[src/rtl/rtc_apb_regs.sv]
module rtc_apb_regs #(
  parameter int ADDR_W = 12,
  parameter logic [ADDR_W-1:0] TK_ADDR = 12'h010,
  parameter logic [29:0] RESET_TIME = 30'h0042_0000
) (
  input  logic              pclk,
  input  logic              presetn,
  input  logic              psel,
  input  logic              penable,
  input  logic              pwrite,
  input  logic [ADDR_W-1:0] paddr,
  input  logic [31:0]       pwdata,
  output logic [31:0]       prdata,
  output logic              pready,
  input  logic              sec_tick_i,
  input  logic [29:0]       cal_time_i,
  output logic [29:0]       set_val_o,
  output logic              set_req_o,
  input  logic              set_ack_i,
  output logic              alarm_irq_o
);
  localparam logic [1:0] FN_SET = 2'b01;
  localparam logic [1:0] FN_ALM = 2'b10;
  localparam int HMS_W = 17;

  logic [2:0]       tick_sync;
  logic [1:0]       ack_sync;
  logic [29:0]      snap;
  logic [HMS_W-1:0] alarm_q;
  logic             armed;

  wire access    = psel & penable;
  wire hit       = (paddr == TK_ADDR);
  wire wr_go     = access & pwrite & hit;
  wire rd_go     = access & ~pwrite & hit;
  wire [1:0] fn  = pwdata[31:30];
  wire tick_edge = tick_sync[1] & ~tick_sync[2];
  wire busy      = set_req_o ^ ack_sync[1];
  wire match     = armed & (cal_time_i[HMS_W-1:0] == alarm_q);

  assign pready = access;
  assign prdata = rd_go ? {2'b00, snap} : 32'd0;

  always_ff @(posedge pclk or negedge presetn) begin
    if (!presetn) begin
      tick_sync <= '0;
      ack_sync  <= '0;
    end else begin
      tick_sync <= {tick_sync[1:0], sec_tick_i};
      ack_sync  <= {ack_sync[0], set_ack_i};
    end
  end

  always_ff @(posedge pclk or negedge presetn) begin
    if (!presetn)
      snap <= RESET_TIME;
    else if (tick_edge)
      snap <= cal_time_i;
  end

  always_ff @(posedge pclk or negedge presetn) begin
    if (!presetn) begin
      set_val_o <= '0;
      set_req_o <= 1'b0;
    end else if (wr_go && fn == FN_SET && !busy) begin
      set_val_o <= pwdata[29:0];
      set_req_o <= ~set_req_o;
    end
  end

  always_ff @(posedge pclk or negedge presetn) begin
    if (!presetn) begin
      alarm_q     <= '0;
      armed       <= 1'b0;
      alarm_irq_o <= 1'b0;
    end else if (wr_go && fn == FN_ALM) begin
      alarm_q     <= pwdata[HMS_W-1:0];
      armed       <= 1'b1;
      alarm_irq_o <= 1'b0;
    end else if (tick_edge && match) begin
      alarm_irq_o <= 1'b1;
    end
  end
endmodule


[config.mk]
export PLATFORM = sky130hd
export DESIGN_NAME = rtc_apb_regs
export DESIGN_NICKNAME = d
export VERILOG_FILES = /design/src/rtl/rtc_apb_regs.sv
export SDC_FILE = /design/constraint.sdc
export NUM_CORES = 1
export LEC_CHECK = 0
export BUFFER_PORTS_ARGS = -buffer_cell sky130_fd_sc_hd__buf_2
export CAP_MARGIN = 20
export CELL_PAD_IN_SITES_DETAIL_PLACEMENT = 0
export CELL_PAD_IN_SITES_GLOBAL_PLACEMENT = 1
export CORE_MARGIN = 2
export CORE_UTILIZATION = 36
export CTS_BUF_LIST = sky130_fd_sc_hd__clkbuf_4 sky130_fd_sc_hd__clkbuf_8
export CTS_CLUSTER_DIAMETER = 30
export CTS_CLUSTER_SIZE = 14
export DETAILED_ROUTE_END_ITERATION = 8
export PLACE_DENSITY_LB_ADDON = 0.08
export SLEW_MARGIN = 20
export SYNTH_ARGS = -nofsm -noshare
export SYNTH_HDL_FRONTEND = slang
export SYNTH_SLANG_ARGS = --single-unit
[constraint.sdc]
create_clock -name pclk -period 1.5 [get_ports pclk]
set_input_delay 0.15 -clock pclk [delete_from_list [all_inputs] [get_ports pclk]]
set_output_delay 0.15 -clock pclk [all_outputs]
set_load 0.005 [all_outputs]
== Word-level counts from Yosys, hierarchy flattened ==
Cells that the tools add are included.

* Input bits: 81
* Bits in registers: 85
* Output and inout bits: 65
* Word-level logic and storage cells: 32

* Bitwise gates (word level): 11
* Reductions and logical operators: 6
* Muxes and demuxes: 3
* Equal/unequal tests: 4

{| class="wikitable"
|+ Operators by type and width
! kind !! count
|-
| 30-bit two-way mux || 1
|-
| 17-bit equality test || 1
|-
| 12-bit by 5-bit equality test with 1-bit output, second input constant || 1
|-
| 1-bit AND || 7
|-
| 1-bit logical AND || 4
|-
| 1-bit NOT || 3
|-
| 2-bit by 1-bit equality test with 1-bit output, second input constant || 1
|-
| 2-bit equality test, second input constant || 1
|-
| 1-bit two-way mux || 2
|-
| 2-bit nonzero test || 1
|-
| 1-bit logical NOT || 1
|-
| 1-bit bitwise XOR || 1
|}

== Depth between registers and ports, before layout ==
Gate-level depths: netlist of the first run.

* Word-level depth: 5
* Mapped depth: 5
* Gate-level depth less buffers: 4

== Worst setup path before layout of the first run ==
No wires, ideal clock.

* Kind: input to register
* Start: input port paddr[9]
* End: register set_val_o[0]
* Stages: 5
* Library setup time: 0.125 ns
* Path slack: -0.220 ns
* Required time: 1.375 ns
* Data arrival time: 1.595 ns
* Path through: nor4_2 -> nand4_2 -> nor4b_4 -> buf_8 -> mux2_4

* Word-level cells in the longest chain between the ends: 4

{| class="wikitable"
|+ RTL lines
! what !! line !! source
|-
| start, declared || 11 || <nowiki>input logic [ADDR_W-1:0] paddr,</nowiki>
|-
| 12-bit by 5-bit equality test with 1-bit output || 33 || <nowiki>wire hit = (paddr == TK_ADDR);</nowiki>
|-
| 1-bit AND || 34 || <nowiki>wire wr_go = access & pwrite & hit;</nowiki>
|-
| 1-bit logical AND (2 in a row) || 65 || <nowiki>end else if (wr_go && fn == FN_SET && !busy) begin</nowiki>
|-
| end signal, assigned || 66 || <nowiki>set_val_o <= pwdata[29:0];</nowiki>
|-
| end, declared || 17 || <nowiki>output logic [29:0] set_val_o,</nowiki>
|}

Every way passes these cells.
A chain may end at the register's enable or synchronous reset.

== Final worst setup path of the first run ==
* Start: input port paddr[8]
* End: output port prdata[5]

* Word-level cells in the longest chain between the ends: 3

{| class="wikitable"
|+ RTL lines
! what !! line !! source
|-
| 12-bit by 5-bit equality test with 1-bit output || 33 ||
|-
| 1-bit AND || 35 || <nowiki>wire rd_go = access & ~pwrite & hit;</nowiki>
|-
| 30-bit two-way mux || 42 || <nowiki>assign prdata = rd_go ? {2'b00, snap} : 32'd0;</nowiki>
|-
| end, declared || 13 || <nowiki>output logic [31:0] prdata,</nowiki>
|}

Every way passes these cells.

==> metrics, run 1 <==
status finished, violations left; failing checks setup timing; Hold Violations, Final 0; FF+latch count, synth 85; routability cong. about 0.66; Initial Util 0.366; HPWL Detailed between 6 and 7 mm; CP peak stage delay slightly below 0.3 ns; routed wl met2 about 4.2 mm; FP Rows 37; Post-synth EDFFs 0; post-route clock skew between 0.01 and 0.015 ns; final cycle utilization of the critical path 1.06; wire per inst about 16 um; ANT nets after route 0; Post-Layout Inst Area approximately 0.0054 sq mm; nets@finish around 490; CP max stage cell nor4_4; CP Data Arrival Time 1.44 ns; Area growth syn-to-layout 44.0%; Cell variety after synth 27; Max-cap violations 0; most common flop cell mapped by yosys dfrtp_1; vias in the first global route roughly 2600; CTS clk-pin slew, worst paths 0.09 ns; I/O pins 146; RSZ-0062 raised after global routing true; Num CTS Buffers 9; synthesized area about 0.0037 sq mm; Die Ht approximately 110 um; Min-Delay Path Class input port to register; minimum clock period between 1.5 and 2 ns; share of layout cells above drive strength 1 0.721; First-pass DRT Iterations 4; GRT Total Usage 0.155; # diodes 0; post-route DRC violation count 0; Avg Cell Area, Syn roughly 15 sq um; H-tree levels 3; Overflow after GRT 0; CTS sink cnt between 80 and 90; CP Capture Type primary output; Setup crit start kind input port; chip width 106 um; CP Cell Sequence buf_2 -> nor4_4 -> nand4_1 -> nor2_4 -> clkbuf_16 -> and2_4 -> buf_6; pin count of the biggest net entering global routing 86; Synth area leaders dfrtp_1 55%, mux2_2 14%, mux2_4 12%; Max Used Layer met5; VDD IR-drop max ~0.51 mV; final setup violating endpoints 60; placed instance area about 0.0047 sq mm; initial antenna violation count 1; port buffer count around 140; Synth top area share 0.554; area leader, netlist dfrtp_1; drt via density approximately 4.5; Yosys warning count 0; PnR worst setup slack -0.0934 ns; Fin Hold WS roughly 0.029 ns; Crit Path Category input port to primary output; max-slew violations 0; asr flop ratio synth 1.00; met1 wire length 3.81 mm; Iter 0 DRT Violations 46; die area about 0.011 sq mm; PD cells approximately 860 mW/mm^2; Seq/Total Area, Yosys 0.568; root buffer cell clkbuf_8; clock latency on the worst-skew pair between 0.3 and 0.4 ns; Bufs on Longest Clock Path 2; first-pass GRT wire length approximately 13 mm; Synth Instances between 200 and 250; CTS tree yes; Leak roughly 2.8 nW; floorplan core area just over 0.01 sq mm; Worst Path Buf+Inv 3; Crit path max-delay family simple AND/OR/NAND/NOR gates; routed wire length roughly 8.7 mm; WL met3 roughly 580 um; Max Fclk around 0.63 GHz; Critical Path RT ~1.4 ns; Worst Path Max Fanout 8; vias post-DR roughly 2500
flip-flops by register name (all words and copies together) (netlist names):
signal,flops
set_val_o,30
snap,30
alarm_q,17
tick_sync,3
ack_sync,2
alarm_irq_o,1
armed,1
set_req_o,1
final timing paths:
check	from	end	slack [ns]	cells after the start
max in group asynchronous	presetn	snap[22]	0.74	3
min reg2reg	ack_sync[0]	ack_sync[1]	0.35	0
min	cal_time_i[24]	snap[24]	0.03	2
min in group asynchronous	presetn	set_val_o[28]	0.36	3
max	paddr[8]	prdata[5]	-0.09	7
max reg2reg	set_req_o	set_val_o[26]	-0.08	5
per-layer routing:
| layer | up-vias | GRT usage |
|---|---|---|
| li1 | 1177 | - |
| met1 | 1199 | 0.198 |
| met2 | 87 | 0.245 |
| met3 | 8 | 0.0484 |
| met4 | 2 | 0.0620 |
| met5 | - | 0 |
cells in the final DEF (no fill, tap or decap), types with 2 or more instances in the layout:
master / instances
xor2_1: 18
and2_4: 30
nand4_1: 2
buf_4: 10
nor4_2: 2
dfstp_2: 2
nor2_4: 2
nor4_1: 2
buf_12: 5
buf_2: 109
mux2_4: 29
nor4_4: 2
nor4b_4: 2
buf_6: 37
conb_1: 2
bufinv_16: 2
dfrtp_1: 83
clkbuf_16: 2
clkbuf_8: 10
mux2_2: 48
dlygate4sd3_1: 3
cells by family (layout without fill, tap and decap cells):
group,after synthesis,in the layout,share of synthesized area
xor gates and xnor gates,19,19,0.0444
and+or+nand+nor,49,49,0.0992
muxes,77,77,0.260
DFF,85,85,0.568
AOI/OAI and AO/OA,2,2,0.00334
buffers and inverters,12,182,0.0234
other,1,2,0.00100
worst reg2reg max path: stages, from the launching register on:
cell     delay [ns]
dfrtp_1        0.39
xor2_1         0.17
nor4b_4        0.27
buf_4          0.18
buf_12         0.15
mux2_4         0.31
power breakdown:
| part | switching (W) | internal (W) | total [W] |
|---|---|---|---|
| registers | 0.0000621 | 0.00242 | 0.00248 |
| logic | 0.000172 | 0.000222 | 0.000394 |
| clock network | 0.000782 | 0.000991 | 0.00177 |
cell usage after synthesis, types with 2 or more instances:
cell and count:
dfrtp_1 83, buf_8 3, clkbuf_1 6, mux2_2 48
nor4b_4 2, buf_4 2, and2_1 31, dfstp_2 2
mux2_4 29, xor2_1 18, nor4_1 4, nand4_1 2
through the flow:
stage,instances,util,power [W],setup WS [ns],TNS [ns]
after floorplan,246,-,0.00267,-0.196,-5.74
after global placement,528,0.464,0.00289,-0.327,-12.39
after detailed placement,528,0.464,0.00291,-0.362,-13.71
after CTS,548,0.491,0.00469,-0.0920,-1.89
after global routing,552,0.527,0.00487,-0.166,-8.07
final,552,0.527,0.00465,-0.0934,-3.57
cell type report:
| class | count | area, sq um |
|---|---|---|
| Fill cell | 936 | 4840 |
| Clock buffer | 11 | 145 |
| Timing Repair Buffer | 167 | 1230 |
| Clock inverter | 4 | 72.6 |
| Tap cell | 136 | 170 |
| Sequential cell | 85 | 2130 |
| Multi-Input combinational cell | 149 | 1650 |
what timing repair did:
item	CTS	global route
hold buffers	3	0
gates resized for setup	6	66
setup endpoints to repair	30	61
buffers inserted	1	1
hold endpoints to repair	85	0
gates cloned	1	3
pin swaps	0	29
Note: power is estimated with default switching activity, not from simulation.
==> run 2: changes to the inputs <==
RECOVER_POWER = 50   (was not set)
==> run 2 against run 1 <==
Net effect:
- die area is the same
- count of clock-buffer cells in the layout is the same
- final cell count is the same
- the flow still finishes with violations (setup timing)
- largest cell class unchanged
- sequential cell count is the same
- clock power is essentially flat
- largest power group unchanged
- critical path depth is the same
- register-to-register slack is essentially flat
==> metrics, run 2 (synthesized netlist as in run 1, its figures left out) <==
pin count of the biggest net entering global routing 86 (unchanged); CTS tree yes; FP Rows 37 (unchanged); vias in the first global route 2561 (unchanged); Worst Path Max Fanout 8 (unchanged); GRT Total Usage 0.155 (unchanged); first-pass GRT wire length 13.3 mm (unchanged); Sw Share 0.219 (about the same); share of layout cells above drive strength 1 0.721 (unchanged); Worst Path Buf+Inv 3 (unchanged); failing checks setup timing; post-route clock skew 0.0127 ns (-0.000484 ns); clock share of power 0.382 (about the same); PnR worst setup slack -0.0933 ns (+0.0000873 ns); CP peak stage delay 0.29 ns (about the same); HPWL Detailed 6.02 mm (unchanged); post-route setup TNS -3.59 ns (-0.0216 ns); I/O pins 146 (unchanged); initial antenna violation count 1 (unchanged); post-route DRC violation count 0 (unchanged); most common cell after layout, fill and taps aside buf_2; VDD IR-drop max 0.512 mV (about the same); utilization after layout 0.526 (-0.00122); Max-cap violations 0 (unchanged); Leak 2.77 nW (-0.21%); routability cong. 0.665 (unchanged); final cycle utilization of the critical path 1.06 (about the same); root buffer cell clkbuf_8; ANT nets after route 0 (unchanged); most frequent cells in the layout 109 x buf_2, 83 x dfrtp_1, 48 x mux2_2; Area growth syn-to-layout 43.6%; Die Ht 106 um (unchanged); Bufs on Longest Clock Path 2 (unchanged); drt via density 4.48 (about the same); CP max stage cell nor4_4; Least-Margin Pin Slew roughly 1.2 ns; Setup crit start kind input port; PD cells 863 mW/mm^2 (+0.12%); RSZ-0062 raised after global routing true; Hold Violations, Final 0 (unchanged); port buffer count 143 (unchanged); vias post-DR 2471 (-0.081%); nets@finish 493 (unchanged); met2 track demand over resource 0.245 (unchanged); status finished, violations left; CP Capture Type primary output; Top Registers set_val_o (30), snap (30), alarm_q (17); wire per inst 15.7 um (+0.15%); Initial Util 0.366 (unchanged); max-slew violations 0 (unchanged); Flop pwr share 0.535 (about the same); routed wire length 8.68 mm (+0.15%); H-tree levels 3 (unchanged); Filler Cell Count 937 (+0.11%); # diodes 0 (unchanged); Num CTS Buffers 9 (unchanged); CP Cell Sequence buf_2 -> nor4_4 -> nand4_1 -> nor2_4 -> clkbuf_16 -> and2_4 -> buf_6; CTS clk-pin slew, worst paths 0.09 ns (about the same); minimum clock period 1.59 ns (-0.0000873 ns); GR peak layer met2; P_sw 0.00102 W (-0.11%); Min-Delay Path Class input port to register; met1 Use GR 0.198 (unchanged); Max Fclk 0.628 GHz (about the same); internal power 0.00363 W (-0.12%); GR Util met3 0.0484 (unchanged); First-pass DRT Iterations 4 (unchanged); CTS sink cnt 85 (unchanged); Iter 0 DRT Violations 45 (-2.2%); chip width 106 um (unchanged); floorplan core area 0.0102 sq mm (unchanged); CP Data Arrival Time 1.44 ns (about the same); Worst slew margin 0.229; Critical Path RT 1.35 ns (about the same); clock latency on the worst-skew pair 0.35 ns (about the same); Crit path max-delay family simple AND/OR/NAND/NOR gates; Crit Path Category input port to primary output; final setup violating endpoints 60 (unchanged); combinational power share 0.084 (about the same); die area 0.0112 sq mm (unchanged); Overflow after GRT 0 (unchanged)
==> run 2: final timing paths <==
kind / endpoint / cells past startpoint / slack [ns] / start
min: snap[24] / 2 / 0.03 / cal_time_i[24]
min reg2reg: ack_sync[1] / 0 / 0.35 / ack_sync[0]
max: prdata[5] / 7 / -0.09 / paddr[8]
max reg2reg: set_val_o[26] / 5 / -0.08 / set_req_o
min in group asynchronous: set_val_o[28] / 3 / 0.70 / presetn
max in group asynchronous: snap[4] / 3 / 0.08 / presetn
==> run 2: worst register-to-register path, stage by stage, from the launching register on <==
cell     delay (ns)
dfrtp_1        0.39
xor2_1         0.17
nor4b_4        0.27
buf_4          0.18
buf_12         0.15
mux2_4         0.31
==> run 2: stage by stage <==
stage          total power [W]  instances  hold WS, ns  cell area (sq um)  setup WS [ns]
3_3_place_gp           0.00289        528        0.224               4750         -0.327
5_1_grt                0.00487        552     0.000742               5380         -0.166
2_1_floorplan          0.00267        246       -0.146               3770         -0.196
4_1_cts                0.00469        548       0.0117               5030        -0.0920
3_5_place_dp           0.00291        528        0.225               4750         -0.362
6_report               0.00465        552       0.0287               5380        -0.0933
==> run 2: routing by layer <==
metal | vias to the layer above | wire length (um) | part of all wire
met5 | - | 11 | 0.0013
met1 | 1198 | 3810 | 0.44
met4 | 2 | 89 | 0.010
met3 | 8 | 585 | 0.067
li1 | 1176 | - | -
met2 | 87 | 4190 | 0.48
==> run 2: area by class of cell <==
type | instances | area, sq um | area share
repair buffers | 167 | 1220 | 0.227
well taps | 136 | 170 | 0.0316
clock inverters | 4 | 72.6 | 0.0135
flip-flops and latches | 85 | 2130 | 0.396
multi-input cells | 149 | 1650 | 0.306
clock buffers | 11 | 145 | 0.0270
==> run 2: what timing repair did <==
item                                   4_1_cts  5_1_grt
setup endpoints to repair                   30       61
cloned                                       1        3
endpoints found under the hold margin       85        0
buffers inserted                             1        1
resized for setup                            6       66
pin swaps                                    0       29
hold buffers                                 3        0
==> run 2: power groups by stage <==
stage	registers [W]	clock network (W)	logic [W]
3_5_place_dp	0.00252	0	0.000390
5_1_grt	0.00250	0.00193	0.000434
2_1_floorplan	0.00250	0	0.000169
6_report	0.00248	0.00177	0.000389
4_1_cts	0.00247	0.00182	0.000397
3_3_place_gp	0.00251	0	0.000381
